[config.mk]
export PLATFORM = sky130hd
export DESIGN_NAME = io_window_classifier
export DESIGN_NICKNAME = d
export VERILOG_FILES = /design/src/rtl/io_window_classifier.sv
export SDC_FILE = /design/constraint.sdc
export NUM_CORES = 1
export LEC_CHECK = 0
export BUFFER_PORTS_ARGS = -buffer_cell sky130_fd_sc_hd__buf_2
export CAP_MARGIN = 40
export CELL_PAD_IN_SITES_DETAIL_PLACEMENT = 1
export CELL_PAD_IN_SITES_GLOBAL_PLACEMENT = 2
export CORE_ASPECT_RATIO = 0.7
export CORE_MARGIN = 2
export CORE_UTILIZATION = 29
export CTS_BUF_LIST = sky130_fd_sc_hd__clkbuf_8
export DETAILED_ROUTE_END_ITERATION = 7
export HOLD_SLACK_MARGIN = 0.12
export PLACE_DENSITY = 0.8
export SLEW_MARGIN = 0
export SYNTH_ARGS = -nofsm -noshare
export SYNTH_HDL_FRONTEND = slang
export SYNTH_SLANG_ARGS = --single-unit
export TNS_END_PERCENT = 20
[constraint.sdc]
create_clock -name clk -period 2.6 [get_ports clk]
set_clock_uncertainty 0.2 [all_clocks]
set_input_delay 0.26 -clock clk [delete_from_list [all_inputs] [get_ports clk]]
set_output_delay 0.26 -clock clk [all_outputs]
set_load 0.03 [all_outputs]
[src/rtl/io_window_classifier.sv]
module io_window_classifier #(
  parameter int ADDR_W       = 36,
  parameter int CAP_SHIFT    = 28,
  parameter int COARSE_SHIFT = 28,
  parameter int FINE_SHIFT   = 22,
  parameter bit FINE_UNIT    = 1'b0
) (
  input  logic              clk,
  input  logic              rst,
  input  logic              wr_en,
  input  logic [1:0]        wr_sel,
  input  logic [31:0]       wr_data,
  input  logic              req_vld,
  input  logic [ADDR_W-1:0] req_addr,
  input  logic              xlt_vld,
  input  logic              xlt_pte_valid,
  input  logic              xlt_pte_wr,
  input  logic              xlt_write,
  output logic              route_vld,
  output logic [1:0]        route,
  output logic [ADDR_W-1:0] route_addr,
  output logic [2:0]        fault_flags,
  output logic              abort,
  output logic              irq
);
  localparam int US = FINE_UNIT ? FINE_SHIFT : COARSE_SHIFT;
  localparam int UW = ADDR_W - US;
  localparam int CW = ADDR_W - CAP_SHIFT;
  localparam logic [1:0] RT_PASS = 2'b00, RT_XLT = 2'b01, RT_FAULT = 2'b10;

  logic          cap_en, bs_en, bs_inv, be_en;
  logic [CW-1:0] cap_val;
  logic [UW-1:0] bs_val, be_val;
  logic [2:0]    abt_en;
  logic [1:0]    irq_en;

  logic [UW-1:0] unit;
  logic          cap_hit, in_win, win_on;
  logic [1:0]    route_d;
  logic [2:0]    ev, clr;

  assign unit    = req_addr[ADDR_W-1:US];
  assign cap_hit = cap_en && (req_addr[ADDR_W-1:CAP_SHIFT] > cap_val);
  assign in_win  = (unit > bs_val) && (unit < be_val);
  assign win_on  = bs_en && be_en;
  assign route_d = cap_hit ? RT_FAULT :
                   (win_on && (in_win ^ bs_inv)) ? RT_PASS : RT_XLT;

  assign ev[0] = req_vld && cap_hit;
  assign ev[1] = xlt_vld && !xlt_pte_valid;
  assign ev[2] = xlt_vld && xlt_pte_valid && xlt_write && !xlt_pte_wr;
  assign clr   = (wr_en && wr_sel == 2'd0) ? wr_data[2:0] : 3'b000;

  assign irq = (fault_flags[0] && irq_en[0]) || (fault_flags[2] && irq_en[1]);

  always_ff @(posedge clk) begin
    if (rst) begin
      cap_en  <= 1'b0;
      cap_val <= '0;
      bs_en   <= 1'b0;
      bs_inv  <= 1'b0;
      bs_val  <= '0;
      be_en   <= 1'b0;
      be_val  <= '0;
      abt_en  <= '0;
      irq_en  <= '0;
    end else if (wr_en) begin
      case (wr_sel)
        2'd0: begin
          abt_en <= wr_data[6:4];
          irq_en <= wr_data[9:8];
        end
        2'd1: begin
          cap_en  <= wr_data[31];
          cap_val <= wr_data[CW-1:0];
        end
        2'd2: begin
          bs_en  <= wr_data[31];
          bs_inv <= wr_data[30];
          bs_val <= wr_data[UW-1:0];
        end
        default: begin
          be_en  <= wr_data[31];
          be_val <= wr_data[UW-1:0];
        end
      endcase
    end
  end

  always_ff @(posedge clk) begin
    if (rst) begin
      route_vld   <= 1'b0;
      route       <= RT_XLT;
      route_addr  <= '0;
      fault_flags <= '0;
      abort       <= 1'b0;
    end else begin
      route_vld   <= req_vld;
      if (req_vld) begin
        route      <= route_d;
        route_addr <= req_addr;
      end
      fault_flags <= (fault_flags & ~clr) | ev;
      abort       <= |(ev & abt_en);
    end
  end
endmodule


# [Word level (Yosys, flattened, before mapping)]
# Index checks and enable logic that the tools add are counted.
[word_totals] output_inout_bits=44 regBits=76
[classes] magnitude_cmp=3 eq_ne=2 n_bitwise=6 mux=3 n_reduce_logical=22
[op_table] operator="> comparator 8 bit" n=2
[op_table] operator="logical AND 1 bit" n=12
[op_table] operator="less-than comparator 8 bit" n=1
[op_table] operator="AND reduction 2 bit" n=4
[op_table] operator="bitwise AND 3 bit" n=2
[op_table] operator="OR reduction 3 bit" n=2
[op_table] operator="2-to-1 mux 3 bit" n=1
[op_table] operator="inverter 3 bit" n=1
[op_table] operator="OR 3 bit" n=1
[op_table] operator="equality test 2 x 1 -> 1 bit, second input constant" n=1
[op_table] operator="equality test 2 bit, second input constant" n=1
[op_table] operator="logical NOT 1 bit" n=2
[op_table] operator="logical NOT 2 bit" n=1
[op_table] operator="2-to-1 mux 2 bit" n=1
[op_table] operator="logical OR 1 bit" n=1
[op_table] operator="2-to-1 mux 1 bit" n=1
[op_table] operator="inverter 1 bit" n=1
[op_table] operator="bitwise XOR 1 bit" n=1

# [Depth between registers and ports, before layout]
# Gate-level depths: netlist of run 1.
[logic_depth] depth_word=6 depth_mapped=8

# [Least setup slack after synthesis of run 1]
# OpenSTA, ideal clock, no wires.
[synth_path] kind="reg2reg" start="register be_val[6]" end="register route[0]" stages_incl_launch_ff=9 t_arrival_ns=1.703 n_path_buf=0 path_slack_ns=0.581 cell_sequence="dfxtp_1 -> inv_1 -> ha_1 -> a21oi_1 -> nand2_1 -> a211oi_2 -> o21ai_1 -> or4_1 -> a31o_1"
[synth_via] elab_chain_cells=6
[synth_rtl] element="start, declared" line="33" source="logic [UW-1:0] bs_val, be_val;"
[synth_rtl] element="start signal, assigned" line="84" source="be_val <= wr_data[UW-1:0];"
[synth_rtl] element="less-than comparator 8 bit" line="44" source="assign in_win = (unit > bs_val) && (unit < be_val);"
[synth_rtl] element="logical AND 1 bit" line="44"
[synth_rtl] element="bitwise XOR 1 bit" line="47" source="(win_on && (in_win ^ bs_inv)) ? RT_PASS : RT_XLT;"
[synth_rtl] element="logical AND 1 bit" line="47"
[synth_rtl] element="2-to-1 mux 1 bit" line="47"
[synth_rtl] element="2-to-1 mux 2 bit" line="46" source="assign route_d = cap_hit ? RT_FAULT :"
[synth_rtl] element="end signal, assigned" line="100" source="route <= route_d;"
[synth_rtl] element="end, declared" line="20" source="output logic [1:0] route,"
# Every way passes these cells.
# A chain may end at the register's enable or synchronous reset.

# [Worst setup path after layout of run 1]
[layout_path] start="input req_addr[34]" end="register route[0]"
[layout_via] elab_chain_cells=6 elab_cells_between_ends=9 cone_classes="3 x order compare; 2 x mux; 1 x bitwise; 3 x reduce/logical"
[layout_rtl] element="start, declared" line="14" source="input logic [ADDR_W-1:0] req_addr,"
[layout_rtl] element="> comparator 8 bit or less-than comparator 8 bit (tied branches)" line="44"
[layout_rtl] element="logical AND 1 bit" line="44"
[layout_rtl] element="bitwise XOR 1 bit" line="47"
[layout_rtl] element="logical AND 1 bit" line="47"
[layout_rtl] element="2-to-1 mux 1 bit" line="47"
[layout_rtl] element="2-to-1 mux 2 bit *" line="46"
# Mark *: on every way between the ends. The rest lies on a longest branch, timed or not.

==> impl_metrics.env, run 1 <==
export IMPL_fin_nets=618
export IMPL_hold_class="in2reg"
export IMPL_boundaryPins=122
export IMPL_dr_wl_met3_um=399
export IMPL_coreArea_mm2=0.0110
export IMPL_synthTopCellsByArea="dfxtp_1 47%, mux2i_1 15%, ha_1 8.8%"
export IMPL_synth_avg_cell_area_um2=9.01
export IMPL_clock_sinks=76
export IMPL_antenna_left=0
export IMPL_cts_buffers=9
export IMPL_power_per_cell_area_mw_per_mm2=535
export IMPL_synth_xor_area_share_pct=0
export IMPL_dr_total_vias=2987
export IMPL_arrival_ps=2560
export IMPL_wl_met2_um=4590
export IMPL_period_share_pct=96.4
export IMPL_synthCells=363
export IMPL_portBuffers=101
export IMPL_drt_met1_wl_um=4710
export IMPL_route_final_wire_length_um=9820
export IMPL_drv_slew=0
export IMPL_timing_fmax_mhz=399
export IMPL_tightest_slew_ps=717
export IMPL_worst_setup_path_type="in2reg"
export IMPL_synth_fa_ha_area_share_pct=8.80
export IMPL_rows=32
export IMPL_htree_levels=3
export IMPL_drtPass1Iterations=4
export IMPL_rsz0062_at_grt="false"
export IMPL_mostFrequentLayoutCells="101 x buf_2, 76 x dfxtp_1, 57 x nor2_1, 54 x dlygate4sd3_1, 49 x mux2i_1"
export IMPL_synth_fp_nets=464
export IMPL_cts_buffer_depth=2
export IMPL_grt_pass1_vias=3154
export IMPL_clkTransAtPathRegs_ps=80
export IMPL_tns_ps=0
export IMPL_crit_path_start_kind="primary input"
export IMPL_die_height_um=92.9
export IMPL_finalHoldViolations=0
export IMPL_finalNonFillerCells=675
export IMPL_fin_crit_ps=2510
export IMPL_ys_seq_area_share_pct=46.5
export IMPL_syn_area_mm2=0.00327
export IMPL_synth_compound_area_share_pct=8.95
export IMPL_ys_ff_latch=76
export IMPL_initial_utilization_pct=29.7
export IMPL_antenna_found_initial=0
export IMPL_grt_pass1_wl_um=16000
export IMPL_synth_cell_types=34
export IMPL_grt_max_degree=36
export IMPL_synth_top_family_by_area="simple AND/OR/NAND/NOR gates"
export IMPL_leakage_nw=2.15
export IMPL_drc=0
export IMPL_diodes=0
export IMPL_insertion_delay_ps=350
export IMPL_yosys_area_top_type="dfxtp_1"
export IMPL_cts_setup_buffers=0
export IMPL_highest_layer="met4"
export IMPL_min_path_cells=4
export IMPL_peakVddDrop_mv=0.232
export IMPL_grt_usage_pct=17.4
export IMPL_crit_fanout=4
export IMPL_dpl_cell_count=605
export IMPL_ys_warn_count=0
export IMPL_status="complete, no violations"
export IMPL_drive_above_1_share_pct=23.9
export IMPL_setup_viol=0
export IMPL_dieArea_mm2=0.0122
export IMPL_place_hpwl_um=6850
export IMPL_die_w_um=131
export IMPL_r2r_cells=8
export IMPL_maxCapViolCount=0
export IMPL_first_iter_violations=78
export IMPL_place_gp_congestion=0.758
export IMPL_gr_total_overflow=0
export IMPL_slew_headroom_pct=52.1
export IMPL_synthMuxAreaShare_pct=15.0
export IMPL_cts_root_buf="clkbuf_8"
export IMPL_via_per_inst=4.43
export IMPL_crit_required_ps=2650
export IMPL_yosys_area_share_simple_pct=15.9
export IMPL_endpoint_kind="flip-flop"
export IMPL_synthToLayoutAreaGrowth_pct=42.5
export IMPL_cts_tree="built"
export IMPL_wire_per_inst_um=14.6
export IMPL_fill_cells=1301
export IMPL_yosysTopAreaCellShare_pct=46.5
export IMPL_final_common_cell="buf_2"
-- state kept, by name, indices dropped and copies added (netlist names) --
name	cells
bs_val	8
abort	1
bs_en	1
be_val	8
abt_en	3
irq_en	2
fault_flags	3
cap_val	8
route	2
route_addr	36
bs_inv	1
be_en	1
route_vld	1
cap_en	1
-- power by group --
| group | switching (mW) | internal [mW] | leakage, nW |
|---|---|---|---|
| clock network | 0.454 | 0.341 | 0.0848 |
| registers | 0.0261 | 1.22 | 0.623 |
| logic | 0.256 | 0.200 | 1.44 |
-- per-layer routing --
layer  up-vias  global-route usage, %
li1       1517                      -
met1      1395                   22.7
met2        64                   28.1
met3        11                   4.85
met4         0                   4.79
met5         -                      0
-- repair_timing --
item,4_1_cts,5_1_grt
hold buffers,54,0
endpoints found under the hold margin,74,0
endpoints found under the setup margin,0,3
gates resized for setup,0,1
-- metrics by stage --
step	hold slack (ps)	instance area (um^2)	setup slack [ps]	utilization, %	power (mW)
detailed placement	249	3950	289	35.8	1.66
floorplan	196	3270	581	-	1.51
CTS	150	4650	103	42.3	2.54
global placement	243	3950	321	35.8	1.65
finish	168	4660	94.4	42.3	2.49
global route	165	4660	12.8	42.3	2.64
-- final timing paths --
kind,start,endpoint,slack (ps)
worst max-delay path,req_addr[34],route[0],90
worst min-delay path,xlt_vld,fault_flags[1],170
worst max register to register,be_val[6],route[0],350
worst min register to register,bs_val[3],bs_val[3],260
-- kinds of logic after synthesis --
group,count (synthesis)
and+or+nand+nor,125
DFF,76
AOI/OAI and AO/OA,49
muxes,49
buffers and inverters,41
adders and majority gates,23
-- cell type report --
class | count | area [um^2] | area share, %
flip-flops and latches | 76 | 1520 | 32.7
well taps | 153 | 191 | 4.11
multi-input cells | 246 | 1600 | 34.3
inverters | 25 | 93.8 | 2.01
clock buffers | 9 | 124 | 2.66
clock inverters | 7 | 43.8 | 0.940
repair buffers | 159 | 1090 | 23.4
-- synthesized netlist by cell type --
| cell type | instances |
|---|---|
| ha_1 | 23 |
| mux2i_1 | 49 |
| a21oi_2 | 1 |
| nand2b_1 | 2 |
| clkbuf_1 | 9 |
| o21ai_1 | 1 |
| dfxtp_1 | 76 |
| or2_2 | 1 |
| a211o_1 | 1 |
| nand3b_1 | 1 |
| a31o_1 | 1 |
| a22o_1 | 1 |
| o21a_1 | 2 |
| nand3_1 | 3 |
| a211oi_2 | 1 |
| buf_2 | 3 |
| nor2b_1 | 3 |
| nand4_1 | 5 |
| nor2_1 | 57 |
| nand2_1 | 48 |
| o21ai_0 | 3 |
| a21oi_1 | 30 |
| o22ai_1 | 1 |
| or4_1 | 1 |
| nor3b_1 | 1 |
| nand4b_1 | 1 |
| a21o_1 | 3 |
| o211ai_1 | 1 |
| buf_1 | 4 |
| a211oi_1 | 2 |
| nor3_1 | 1 |
| and3_1 | 1 |
| inv_1 | 25 |
| o2111ai_1 | 1 |
-- critical path, stage by stage --
cell and delay (ps):
dlygate4sd3_1 530, buf_2 160, ha_1 330, a21oi_1 160, nand2_1 90, a211oi_2 200, o21ai_1 160, or4_1 450
a31o_1 220
Note: power is estimated with default switching activity, not from simulation.
==> inputs of run 2 (changes only) <==
Clock period 2.6 ns to 2.55 ns, I/O delays scaled along.
==> run 2 against run 1 <==
Critical path depth unchanged; critical path type unchanged; via count up 1.1%; global-route usage shrank 0.45 points; largest cell class unchanged.
==> impl_metrics.env, run 2 (synthesis results as in run 1) <==
export IMPL_dr_total_vias=3020
export IMPL_clock_sinks=76
export IMPL_rsz0062_at_grt="false"
export IMPL_finalHoldViolations=0
export IMPL_tightest_slew_ps=686
export IMPL_worst_setup_path_type="in2reg"
export IMPL_peakVddDrop_mv=0.271
export IMPL_synthToLayoutAreaGrowth_pct=44.2
export IMPL_insertion_delay_ps=350
export IMPL_multi_input_area_mm2=0.00160
export IMPL_initial_utilization_pct=29.7
export IMPL_cts_tree="built"
export IMPL_boundaryPins=122
export IMPL_antenna_found_initial=0
export IMPL_setup_viol=0
export IMPL_final_common_cell="buf_2"
export IMPL_clkTransAtPathRegs_ps=80
export IMPL_die_height_um=92.9
export IMPL_top_register="route_addr"
export IMPL_antenna_left=0
export IMPL_dp_slack_ps=255
export IMPL_dieArea_mm2=0.0122
export IMPL_grt_usage_pct=16.9
export IMPL_drc=0
export IMPL_diodes=0
export IMPL_cts_root_buf="clkbuf_8"
export IMPL_crit_fanout=4
export IMPL_register_area_mm2=0.00152
export IMPL_grt_pass1_wl_um=15500
export IMPL_wire_per_inst_um=14.3
export IMPL_die_w_um=131
export IMPL_fill_cells=1324
export IMPL_slew_headroom_pct=54.1
export IMPL_cts_buffers=9
export IMPL_endpoint_kind="flip-flop"
export IMPL_fin_nets=620
export IMPL_status="complete, no violations"
export IMPL_power_per_cell_area_mw_per_mm2=567
export IMPL_portBuffers=101
export IMPL_mostFrequentLayoutCells="101 x buf_2, 76 x dfxtp_1, 57 x nor2_1, 55 x dlygate4sd3_1, 49 x mux2i_1"
export IMPL_hold_class="in2reg"
export IMPL_grt_pass1_vias=3098
export IMPL_crit_required_ps=2600
export IMPL_setup_slack_ps=95.7
export IMPL_gr_total_overflow=0
export IMPL_leakage_nw=2.18
export IMPL_rows=32
export IMPL_drive_above_1_share_pct=24.0
export IMPL_coreArea_mm2=0.0110
export IMPL_crit_path_start_kind="primary input"
export IMPL_drtPass1Iterations=4
export IMPL_cts_buffer_depth=2
export IMPL_route_final_wire_length_um=9650
export IMPL_place_hpwl_um=6870
export IMPL_timing_fmax_mhz=407
export IMPL_htree_levels=3
export IMPL_largest_reg_flops=36
export IMPL_maxCapViolCount=0
export IMPL_place_gp_congestion=0.778
export IMPL_period_share_pct=96.2
export IMPL_drv_slew=0
export IMPL_via_per_inst=4.46
export IMPL_first_iter_violations=88
export IMPL_fin_crit_ps=2450
export IMPL_tns_ps=0
export IMPL_arrival_ps=2510
export IMPL_grt_max_degree=36
-- run 2: layout make-up --
type,instances,area share (%)
Multi-Input combinational cell,246,33.9
Sequential cell,76,32.3
Timing Repair Buffer,161,23.5
Tap cell,153,4.06
Clock buffer,11,3.21
Inverter,25,1.99
Clock inverter,5,1.09
-- run 2: what timing repair did --
| item | in CTS | in global routing |
|---|---|---|
| setup buffers | 0 | 0 |
| hold endpoints to repair | 73 | 0 |
| endpoints found under the setup margin | 0 | 4 |
| gates resized for setup | 0 | 3 |
| hold buffers | 55 | 0 |
-- run 2: critical path: stages --
cell and delay, ps:
dlygate4sd3_1 540, buf_2 160, ha_1 330, a21oi_1 150
nand2_1 80, a211oi_2 230, o21ai_2 120, or4_1 420
a31o_1 210
-- run 2: where the power goes --
| part | internal (mW) | switching [mW] |
|---|---|---|
| registers | 1.24 | 0.0268 |
| logic | 0.207 | 0.260 |
| clock network | 0.499 | 0.439 |
-- run 2: layer usage --
layer	vias to the layer above	track usage, %	share of wire, %
li1	1524	-	-
met1	1419	21.4	48
met2	67	27.8	46
met3	10	5.95	4.5
met4	0	3.55	1.1
met5	-	0	0
-- run 2: final timing paths --
check	start	to	slack (ps)	cells past startpoint
setup / recovery	req_addr[34]	route[0]	100	9
hold / removal	xlt_vld	fault_flags[1]	150	4
setup reg to reg	be_val[6]	route[0]	340	8
hold reg to reg	bs_val[3]	bs_val[3]	260	2
-- run 2: per-stage QoR --
step                total power [mW]  hold slack (ps)  utilization (%)  instance area, um^2  instances
floorplan                       1.54              191                -                 3270        363
global placement                1.68              243             35.9                 3950        606
detailed placement              1.70              250             35.9                 3950        606
CTS                             2.72              133             42.8                 4710        677
global route                    2.82              158             42.8                 4720        677
finish                          2.67              149             42.8                 4720        677
==> inputs of run 3 (changes only) <==
Settings changed: PLACE_DENSITY 0.8 to unset, PLACE_DENSITY_LB_ADDON set to 0.1.
==> run 3 against run 2 <==
Count of clock-buffer cells in the layout is 1 lower; power rose by 3.9%; critical path depth did not move; first-iteration DRC count did not move; cell count shrank 0.44%; sequential power about the same; register-to-register slack barely moved; combinational power shrank 0.9%; flip-flop and latch count did not move.
==> impl_metrics.env, run 3 (synthesis results as in run 1) <==
export IMPL_worst_setup_path_type="in2reg"
export IMPL_p_comb_share_pct=16.7
export IMPL_p_sw_share_pct=27.2
export IMPL_portBuffers=101
export IMPL_endpoint_kind="flip-flop"
export IMPL_coreArea_mm2=0.0110
export IMPL_maxCapViolCount=0
export IMPL_antenna_found_initial=0
export IMPL_timing_fmax_mhz=409
export IMPL_top_register="route_addr"
export IMPL_route_final_wire_length_um=9490
export IMPL_place_gp_congestion=0.757
export IMPL_max_stage_delay_ps=540
export IMPL_power_per_cell_area_mw_per_mm2=589
export IMPL_clkTransAtPathRegs_ps=80
export IMPL_slew_headroom_pct=47.9
export IMPL_insertion_delay_ps=360
export IMPL_wire_per_inst_um=14.1
export IMPL_rows=32
export IMPL_cts_buffers=9
export IMPL_highest_layer="met4"
export IMPL_worst_path_buf_inv=2
export IMPL_boundaryPins=122
export IMPL_grt_pass1_wl_um=15600
export IMPL_final_common_cell="buf_2"
export IMPL_die_w_um=131
export IMPL_dr_total_vias=3003
export IMPL_diodes=0
export IMPL_rsz0062_at_grt="false"
export IMPL_arrival_ps=2500
export IMPL_finalHoldViolations=0
export IMPL_peakVddDrop_mv=0.267
export IMPL_cts_tree="built"
export IMPL_path_cells="dlygate4sd3_1 > buf_2 > ha_1 > a21oi_1 > nand2_1 > a211oi_2 > o21ai_2 > or4_1 > a31o_1"
export IMPL_drv_slew=0
export IMPL_grt_usage_pct=16.9
export IMPL_internal_power_mw=2.02
export IMPL_drt_met1_wl_um=4600
export IMPL_via_per_inst=4.46
export IMPL_leakage_nw=2.17
export IMPL_wl_met2_um=4320
export IMPL_fin_crit_ps=2450
export IMPL_place_hpwl_um=6830
export IMPL_clock_sinks=76
export IMPL_status="complete, no violations"
export IMPL_cts_buffer_depth=2
export IMPL_grt_pass1_vias=3201
export IMPL_multi_input_area_mm2=0.00161
export IMPL_period_share_pct=96.0
export IMPL_fill_cells=1306
export IMPL_synthToLayoutAreaGrowth_pct=44.1
export IMPL_tightest_slew_ps=781
export IMPL_gr_total_overflow=0
export IMPL_first_iter_violations=88
export IMPL_setup_viol=0
export IMPL_seq_power_share_pct=45.6
export IMPL_die_height_um=92.9
export IMPL_dp_slack_ps=260
export IMPL_drtPass1Iterations=4
export IMPL_path_delay_family="compound AO/OA/AOI/OAI gates"
export IMPL_crit_path_start_kind="primary input"
export IMPL_drive_above_1_share_pct=24.4
export IMPL_initial_utilization_pct=29.7
export IMPL_critPathSlowestCell="dlygate4sd3_1"
export IMPL_crit_required_ps=2610
export IMPL_antenna_left=0
export IMPL_cts_root_buf="clkbuf_8"
export IMPL_setup_slack_ps=103
export IMPL_dieArea_mm2=0.0122
export IMPL_crit_fanout=4
export IMPL_tns_ps=0
export IMPL_fin_nets=617
export IMPL_netSwitchingPower_uw=755
export IMPL_grt_max_degree=40
export IMPL_dr_wl_met3_um=458
export IMPL_largest_reg_flops=36
export IMPL_hold_class="in2reg"
export IMPL_register_area_mm2=0.00152
export IMPL_htree_levels=3
export IMPL_drc=0
export IMPL_p_clk_share_pct=37.7
export IMPL_mostFrequentLayoutCells="101 x buf_2, 76 x dfxtp_1, 57 x nor2_1, 53 x dlygate4sd3_1, 49 x mux2i_1"
==> run 3: tightest hold or removal path, stage by stage <==
cell,delay [ps]
buf_2,100
nor2b_1,150
a21oi_1,120
nor2_1,40
==> run 3: timing repair <==
item | CTS | global route
hold endpoints to repair | 75 | 0
setup buffers | 0 | 0
resized for setup | 0 | 4
setup endpoints to repair | 0 | 4
hold buffers | 53 | 0
==> run 3: power groups by stage <==
| stage | clock network, mW | logic, mW | registers [mW] |
|---|---|---|---|
| CTS | 1.10 | 0.467 | 1.27 |
| detailed placement | 0 | 0.403 | 1.30 |
| global placement | 0 | 0.393 | 1.29 |
| global route | 1.14 | 0.515 | 1.27 |
| floorplan | 0 | 0.174 | 1.37 |
| finish | 1.05 | 0.463 | 1.27 |
==> run 3: per-layer routing <==
metal,GRT usage [%],vias up
met5,0,-
met4,4.79,0
met3,4.85,10
met2,27.1,66
met1,22.0,1407
li1,-,1520
==> run 3: worst paths after layout <==
check / start / to / slack [ps] / depth (start not counted)
hold / removal: xlt_vld / fault_flags[1] / 150 / 4
setup reg to reg: be_val[6] / route[0] / 350 / 8
setup / recovery: req_addr[34] / route[0] / 100 / 9
hold reg to reg: bs_val[4] / bs_val[4] / 260 / 2
==> run 3: area by class of cell <==
class                   instances  share of cell area, %
multi-input cells             246                   34.0
well taps                     153                   4.06
clock inverters                 6                   1.83
clock buffers                  10                   2.92
inverters                      25                   1.99
flip-flops and latches         76                   32.3
repair buffers                158                   22.9
==> run 3: through the flow <==
step / power (mW) / hold WS (ps) / instance area (um^2) / util, % / cells
5_1_grt: 2.93 / 185 / 4710 / 42.8 / 674
4_1_cts: 2.83 / 135 / 4700 / 42.7 / 674
6_report: 2.78 / 150 / 4710 / 42.8 / 674
3_5_place_dp: 1.70 / 248 / 3950 / 35.8 / 605
2_1_floorplan: 1.54 / 191 / 3270 / - / 363
3_3_place_gp: 1.69 / 244 / 3950 / 35.8 / 605
